[src/rtl/tmr_irq_pkg.sv]
package tmr_irq_pkg;
  localparam int REG_W  = 8;
  localparam int ADDR_W = 2;
  localparam int N_OC   = 5;
  localparam int N_IC   = 4;
  // compare channels with a dedicated flag (the last one shares)
  localparam int N_OC_DED = N_OC - 1;
  // capture channels with a dedicated flag (the last one shares)
  localparam int N_IC_DED = N_IC - 1;
  localparam int SHARED_BIT = N_IC_DED;

  typedef enum logic [ADDR_W-1:0] {
    A_FLAG1 = 2'd0,
    A_MASK1 = 2'd1,
    A_FLAG2 = 2'd2,
    A_MASK2 = 2'd3
  } reg_addr_e;

  // bits that physically exist in each register
  localparam logic [REG_W-1:0] F1_IMPL = 8'hFF;
  localparam logic [REG_W-1:0] M1_IMPL = 8'hFF;
  localparam logic [REG_W-1:0] F2_IMPL = 8'hF0;
  localparam logic [REG_W-1:0] M2_IMPL = 8'hF3;

  localparam int PRESC_W = 2;
endpackage

[src/rtl/tmr_evt_map.sv]
module tmr_evt_map
  import tmr_irq_pkg::*;
(
  input  logic [N_OC-1:0]  oc_evt,
  input  logic [N_IC-1:0]  ic_evt,
  input  logic             ovf_evt,
  input  logic             rti_evt,
  input  logic             paov_evt,
  input  logic             pai_evt,
  input  logic             ic4_sel,
  output logic [REG_W-1:0] set1,
  output logic [REG_W-1:0] set2
);
  // dedicated compare channels fill the top of register 1, channel 1 highest
  for (genvar i = 0; i < N_OC_DED; i++) begin : g_oc
    assign set1[REG_W-1-i] = oc_evt[i];
  end

  // dedicated capture channels fill the bottom, channel 1 highest
  for (genvar i = 0; i < N_IC_DED; i++) begin : g_ic
    assign set1[N_IC_DED-1-i] = ic_evt[i];
  end

  // shared position: only the selected source reaches it
  assign set1[SHARED_BIT] = ic4_sel ? ic_evt[N_IC-1] : oc_evt[N_OC-1];

  assign set2 = {ovf_evt, rti_evt, paov_evt, pai_evt, {(REG_W-4){1'b0}}};
endmodule

[src/rtl/tmr_flag_reg.sv]
module tmr_flag_reg #(
  parameter int            W    = 8,
  parameter logic [W-1:0]  IMPL = '1
) (
  input  logic         clk,
  input  logic         rst_n,
  input  logic [W-1:0] set,
  input  logic         clr_we,
  input  logic [W-1:0] clr_data,
  output logic [W-1:0] q
);
  logic [W-1:0] clr_vec;
  logic [W-1:0] state_d;

  always_comb begin
    clr_vec = clr_we ? clr_data : '0;
    // a set in the same cycle overrides the clear
    state_d = (set | (q & ~clr_vec)) & IMPL;
  end

  always_ff @(posedge clk or negedge rst_n) begin
    if (!rst_n) q <= '0;
    else        q <= state_d;
  end
endmodule

[src/rtl/tmr_mask_reg.sv]
module tmr_mask_reg #(
  parameter int            W    = 8,
  parameter logic [W-1:0]  IMPL = '1
) (
  input  logic         clk,
  input  logic         rst_n,
  input  logic         we,
  input  logic [W-1:0] wdata,
  output logic [W-1:0] q
);
  always_ff @(posedge clk or negedge rst_n) begin
    if (!rst_n)  q <= '0;
    else if (we) q <= wdata & IMPL;
  end
endmodule

[src/rtl/tmr_irq_ctrl.sv]
module tmr_irq_ctrl
  import tmr_irq_pkg::*;
(
  input  logic              clk,
  input  logic              rst_n,
  input  logic              reg_wr,
  input  logic [ADDR_W-1:0] reg_addr,
  input  logic [REG_W-1:0]  reg_wdata,
  output logic [REG_W-1:0]  reg_rdata,
  input  logic [N_OC-1:0]   oc_evt,
  input  logic [N_IC-1:0]   ic_evt,
  input  logic              ovf_evt,
  input  logic              rti_evt,
  input  logic              paov_evt,
  input  logic              pai_evt,
  input  logic              ic4_sel,
  output logic              irq,
  output logic [PRESC_W-1:0] presc_sel
);
  logic [REG_W-1:0] set1, set2;
  logic [REG_W-1:0] flag1_q, flag2_q, mask1_q, mask2_q;
  logic             we_f1, we_m1, we_f2, we_m2;
  reg_addr_e        addr_e;

  assign addr_e = reg_addr_e'(reg_addr);
  assign we_f1  = reg_wr && (addr_e == A_FLAG1);
  assign we_m1  = reg_wr && (addr_e == A_MASK1);
  assign we_f2  = reg_wr && (addr_e == A_FLAG2);
  assign we_m2  = reg_wr && (addr_e == A_MASK2);

  tmr_evt_map u_map (
    .oc_evt   (oc_evt),
    .ic_evt   (ic_evt),
    .ovf_evt  (ovf_evt),
    .rti_evt  (rti_evt),
    .paov_evt (paov_evt),
    .pai_evt  (pai_evt),
    .ic4_sel  (ic4_sel),
    .set1     (set1),
    .set2     (set2)
  );

  tmr_flag_reg #(.W(REG_W), .IMPL(F1_IMPL)) u_flag1 (
    .clk (clk), .rst_n (rst_n), .set (set1),
    .clr_we (we_f1), .clr_data (reg_wdata), .q (flag1_q)
  );

  tmr_flag_reg #(.W(REG_W), .IMPL(F2_IMPL)) u_flag2 (
    .clk (clk), .rst_n (rst_n), .set (set2),
    .clr_we (we_f2), .clr_data (reg_wdata), .q (flag2_q)
  );

  tmr_mask_reg #(.W(REG_W), .IMPL(M1_IMPL)) u_mask1 (
    .clk (clk), .rst_n (rst_n), .we (we_m1), .wdata (reg_wdata), .q (mask1_q)
  );

  tmr_mask_reg #(.W(REG_W), .IMPL(M2_IMPL)) u_mask2 (
    .clk (clk), .rst_n (rst_n), .we (we_m2), .wdata (reg_wdata), .q (mask2_q)
  );

  always_comb begin
    unique case (addr_e)
      A_FLAG1: reg_rdata = flag1_q;
      A_MASK1: reg_rdata = mask1_q;
      A_FLAG2: reg_rdata = flag2_q;
      A_MASK2: reg_rdata = mask2_q;
      default: reg_rdata = '0;
    endcase
  end

  assign irq       = |(flag1_q & mask1_q) | |(flag2_q & mask2_q & F2_IMPL);
  assign presc_sel = mask2_q[PRESC_W-1:0];
endmodule

[config.mk]
export PLATFORM = sky130hd
export DESIGN_NAME = tmr_irq_ctrl
export DESIGN_NICKNAME = d
export VERILOG_FILES = /design/src/rtl/tmr_irq_pkg.sv /design/src/rtl/tmr_evt_map.sv /design/src/rtl/tmr_flag_reg.sv /design/src/rtl/tmr_mask_reg.sv /design/src/rtl/tmr_irq_ctrl.sv
export SDC_FILE = /design/constraint.sdc
export NUM_CORES = 1
export LEC_CHECK = 0
export ABC_AREA = 1
export BUFFER_PORTS_ARGS = -buffer_cell sky130_fd_sc_hd__buf_2
export CORE_AREA = 2 2 58 60
export CTS_CLUSTER_DIAMETER = 150
export DETAILED_ROUTE_END_ITERATION = 16
export DIE_AREA = 0 0 60 62
export GPL_TIMING_DRIVEN = 0
export PLACE_DENSITY = 0.85
export SYNTH_ARGS = -nofsm -noshare
export SYNTH_HDL_FRONTEND = slang
export SYNTH_SLANG_ARGS = --single-unit
[constraint.sdc]
create_clock -name clk -period 0.8 [get_ports clk]
set_input_delay 0 -clock clk [delete_from_list [all_inputs] [get_ports clk]]
set_output_delay 0 -clock clk [all_outputs]
set_load 0.005 [all_outputs]
==> results.md, run 1 <==
- Status: complete, but fails checks
- Failing checks: negative setup slack
- Leak Pwr: 1.10 nW
- CP Data Required Time: about 0.8 ns
- Post-synthesis sequential area ratio: 0.470
- TritonCTS clock tree: built
- WHS: slightly above 0.05 ns
- Most common cell in the netlist: nand2_1
- DRT Pass-1 Iters: 6
- Fin Clk Skew: 0 ns
- Synth area leaders: dfrtp_1, nand2_1, nand3_1, inv_1, o21ai_2
- Vias: 1447
- Initial antenna violation count: 0
- Port bufs: 36
- Worst slew pin tran: 0.584 ns
- Largest net degree at the start of global routing: 27
- Total CTS buffers: 3
- H-tree depth: 1
- # IOs: 38
- WHS Path Cells: 4
- Core area: 0.00318 mm^2
- Wire per inst: 12.2 um
- Maximum VDD drop: about 0.86 mV
- First-pass GRT wire length: 5690 um
- Most common library cells after synthesis: nand2_1, nand3_1, dfrtp_1
- Normalized max-slew margin: 0.610
- # setup viols final: 14
- Fin. max-slew vios: 0
- Syn Area/Cell: 7.44 um^2
- Placed cells: 268
- Highest Clock Rate: 843 MHz
- WS Path Type: reg2out
- Final setup margin: -0.386 ns
- Mapped Cells: approximately 190
- Global Route met2 Usage: 0.377
- Clk sink count: 26
- Vias in the first global route: approximately 1400
- RSZ-0062 raised after global routing: true
- Setup WS pre-CTS: -0.318 ns
- Critical Path AT: 1.19 ns
- Post-route insts no fill: 308
- # DRC: 0
- Reg-to-Reg Start: u_mask1.q[3]
- GR Util met3: 0.0124
- Final Hold Vio Count: 0
- Post-synth EDFFs: 0
- Post-synth design cell area: approximately 0.0014 mm^2
- PwrDens: 1460 mW/mm^2
- Synth async-reset ratio: 1.00
- Crit Path Max Fanout: 2
- Unique masters post-synth: 18
- Die area: 0.00372 mm^2
- Hold WC Path Type: in2reg
- CTS root buffer: clkbuf_4
- Hold_sp: reg_addr[1]
- Post-Syn Nets: approximately 210
- Most area-hungry cell type in the Yosys netlist: dfrtp_1
- Worst Setup Start Kind: flip-flop
- Worst Setup End Kind: output port
- Storage cell area: between 600 and 700 um^2
- Post-synth top area share: 0.470
- Die Width: 60 um
- Synth Flop Type: dfrtp_1
- Filler cells: between 200 and 300
- Logic depth of the worst register-to-register path: 4
- Die Ht: 62 um
- Antenna cell count: 0
- Number of synthesized register bits: 26
- Nets: 291
- Critical path startpoint: u_flag1.q[2]
- Via-to-Cell Ratio: 4.70
- Capturing point of the worst reg2reg path: u_mask1.q[3]
- ANT nets after route: 0
- Synth warn: 0
- Number of core rows: 21
- Min Tclk post-route: ~1.2 ns
- Total gr overflow: 0
- Gr usage total: 0.210
- GR peak layer: met2
- Layout area overhead: 50.0%
- Layout cell share with drive strength beyond 1: 0.336
- Max-cap viol count: 0
- Setup TNS: -3.05 ns
- Initial cell density of the core: 0.435
- Final WL: 3750 um
- Worst-skew pair later-pin latency: 0.32 ns
- DR iter-0 viols: 84
- Gp weighted congestion: 0.808
- Final period util: 1.48
- R2r setup slk: -0.04 ns
- HPWL after detailed placement: around 2300 um
- Endpoint, Worst Hold: u_mask1.q[3]
- Clock buffer depth: 2
- Multi-input logic area: 637 um^2
- GR Util met1: 0.250
- Worst-path clk slew: 0.13 ns
## routing by layer
metal / vias up / wire (um)
li1: 738 / -
met1: 653 / 1610
met2: 49 / 1920
met3: 7 / 141
met4: 0 / 80
met5: - / 0
## cells in the final DEF, fill, tap and decap left out, drive strengths merged
| cell | count |
|---|---|
| dlygate4sd3 | 23 |
| clkbuf | 3 |
| nand4 | 4 |
| a21oi | 1 |
| o21ai | 12 |
| clkinv | 1 |
| inv | 20 |
| nand3 | 29 |
| buf | 59 |
| dfrtp | 26 |
| nor2 | 7 |
| nand2 | 77 |
## cells by family (layout without fill, tap and decap cells)
logic type | after synthesis | after routing | synth area share
and+or+nand+nor | 117 | 117 | 0.369
buffers and inverters | 30 | 106 | 0.100
DFF | 26 | 26 | 0.470
AOI/OAI and AO/OA | 13 | 13 | 0.0606
## critical path, stage by stage (launching register included)
cell,delay (ns)
dfrtp_1,0.43
nand2_1,0.07
nand2_1,0.05
nor2_1,0.10
nand3_1,0.08
buf_2,0.13
## worst max path at each step
| stage | to | slack (ns) | cells after the start |
|---|---|---|---|
| final | irq | -0.39 | 5 |
| after global routing | irq | -0.47 | 5 |
| after floorplan | u_mask2.q[4] | 0.1 | 7 |
| after detailed placement | u_flag1.q[6] | -0.32 | 6 |
| after CTS | irq | -0.39 | 5 |
| after global placement | u_flag1.q[5] | -0.27 | 6 |
## power breakdown
group,switching (W),internal (W)
Sequential,0.000113,0.00145
Clock,0.000369,0.000177
Combinational,0.000424,0.000492
## metrics by stage
step	util	total power [W]	instance area, um^2
6_report	0.653	0.00302	2080
5_1_grt	0.653	0.00322	2080
4_1_cts	0.630	0.00297	2000
3_5_place_dp	0.510	0.00222	1620
3_3_place_gp	0.510	0.00220	1620
2_1_floorplan	-	0.00196	1380
## timing repair
item	CTS	global route
hold buffers	23	0
resized for setup	18	8
hold endpoints to repair	52	0
endpoints found under the setup margin	11	14
pin swaps	21	16
buffers inserted	8	6
## layout make-up
class,count,share of cell area
buffer,9,0.0319
clock buffer,3,0.0108
inverter,21,0.0386
multi-input combinational,130,0.307
sequential,26,0.313
tap,46,0.0277
timing repair buffer,73,0.271
## flip-flops by register name (all words and copies together) (netlist names)
signal,cells
u_mask2.q,6
u_mask1.q,8
u_flag1.q,8
u_flag2.q,4
(Power assumes the default switching activity.)
==> inputs of run 2 (changes only) <==
Settings changed: SKIP_CTS_REPAIR_TIMING set to 1.
==> run 2 against run 1 <==
  * The run ends with negative hold slack, negative setup slack left
  * Sequential power barely moved
  * Utilization fell by 4.1 points
  * Combinational power fell by 11%
  * Highest routed layer unchanged
  * Clock skew did not move
  * Via count fell by 2.6%
  * Global-route usage fell by 2.5 points
  * First-iteration DRC count rose by 4.8%
  * Clock-buffer cell count did not move
==> results.md, run 2 (synthesis results as in run 1) <==
- Clock buffer depth: 2
- Post-route insts no fill: 300
- First-pass GRT wire length: 5020 um
- Final WL: 3530 um
- Vias: 1409
- Min Tclk post-route: approximately 1.2 ns
- Die Ht: 62 um
- WS Path Type: reg2out
- Final Hold Vio Count: 1
- Core area: 0.00318 mm^2
- Worst-skew pair later-pin latency: 0.33 ns
- Initial cell density of the core: 0.435
- Die Width: roughly 60 um
- Critical Path AT: 1.19 ns
- # setup viols final: 11
- Power Total: ~0.0029 W
- Largest net degree at the start of global routing: 27
- Storage cell area: ~650 um^2
- Via-to-Cell Ratio: 4.70
- Number of core rows: 21
- # DRC: 0
- Gp weighted congestion: slightly above 0.8
- Fin. max-slew vios: 0
- HPWL after detailed placement: 2310 um
- Max-cap viol count: 0
- DRT Pass-1 Iters: 7
- Worst Setup Start Kind: flip-flop
- Status: complete, but fails checks
- Nets: 283
- Die area: 0.00372 mm^2
- Crit Path Max Fanout: 3
- CP Data Required Time: 0.80 ns
- Total gr overflow: 0
- Filler cells: 274
- Worst slew pin tran: 0.588 ns
- Final instance area: just under 0.002 mm^2
- PwrDens: between 1500 and 2000 mW/mm^2
- CTS root buffer: clkbuf_4
- Initial antenna violation count: 0
- Maximum VDD drop: 0.857 mV
- Total CTS buffers: 3
- Highest Clock Rate: between 800 and 900 MHz
- TritonCTS clock tree: built
- Vias in the first global route: 1187
- Normalized max-slew margin: 0.608
- Hold WC Path Type: in2reg
- Final setup margin: -0.391 ns
- Antenna cell count: 0
- Placed cells: 268
- Fin Clk Skew: 0 ns
- Final period util: 1.49
- Most common cell after layout, fill and taps aside: nand2_1
- Placed cell area: 0.00162 mm^2
- Failing checks: negative hold slack, negative setup slack
- Worst-path clk slew: around 0.13 ns
- Regs by FF count: u_flag1.q: 8 flops, u_mask1.q: 8 flops, u_mask2.q: 6 flops
- DR iter-0 viols: 88
- Setup WS pre-CTS: -0.318 ns
- WHS: -0.00303 ns
- Leak Pwr: 1.04 nW
- Port bufs: 36
- RSZ-0062 raised after global routing: true
- Worst Setup End Kind: output port
- Most frequent cells in the layout: nand2_1, buf_2, nand3_1
- Gr usage total: 0.184
- # IOs: 38
- Layout cell share with drive strength beyond 1: 0.280
- Clk sink count: 26
- Multi-input logic area: between 600 and 700 um^2
- H-tree depth: 1
- ANT nets after route: 0
- Wire per inst: 11.8 um
- Layout area overhead: 40.7%
[run 2: cell count changes in the layout (fill, tap and decap cells not counted), sizes merged]
cell | previous run | this run
dlygate4sd3 | 23 | 22
buf | 59 | 52
[run 2: metrics by stage]
step	utilization	setup TNS, ns
detailed placement	0.510	-4.62
global route	0.612	-3.36
finish	0.612	-2.73
global placement	0.510	-3.96
CTS	0.517	-2.84
floorplan	-	0
[run 2: critical path, stage by stage, from the launching register on]
cell and delay [ns]:
dfrtp_1 0.42, nand2_1 0.07, nand2_1 0.05, nor2_1 0.10, nand3_1 0.08, buf_2 0.13
[run 2: where the power goes]
group / internal, W / total, W / switching, W / leakage (nW)
Clock: 0.000177 / 0.000556 / 0.000378 / 0.0138
Sequential: 0.00145 / 0.00156 / 0.000110 / 0.284
Combinational: 0.000421 / 0.000812 / 0.000391 / 0.746
[run 2: final cells by class]
cell class	instances	share of cell area
well taps	46	0.0296
multi-input cells	130	0.310
plain buffers	9	0.0341
clock buffers	3	0.0116
repair buffers	65	0.239
inverters	21	0.0411
flip-flops and latches	26	0.334
[run 2: per-layer routing]
metal	track usage	wire, um	up-vias	part of all wire
met4	0.114	123	0	0.035
met1	0.227	1600	637	0.45
li1	-	-	718	-
met2	0.311	1690	43	0.48
met3	0.0207	125	11	0.035
met5	0	0	-	0
[run 2: path summary, 6_finish.rpt]
path                              startpoint      endpoint  slack, ns  cells past startpoint
worst max-delay path            u_flag1.q[3]           irq      -0.39                      5
worst min-delay path               oc_evt[4]  u_flag1.q[3]     -0.003                      5
worst max register to register  u_mask1.q[4]  u_mask1.q[4]       0.02                      3
max in group asynchronous              rst_n  u_flag1.q[6]       0.22                      2
min in group asynchronous              rst_n  u_flag2.q[7]       0.19                      2
worst min register to register  u_mask1.q[2]  u_mask1.q[2]       0.51                      2
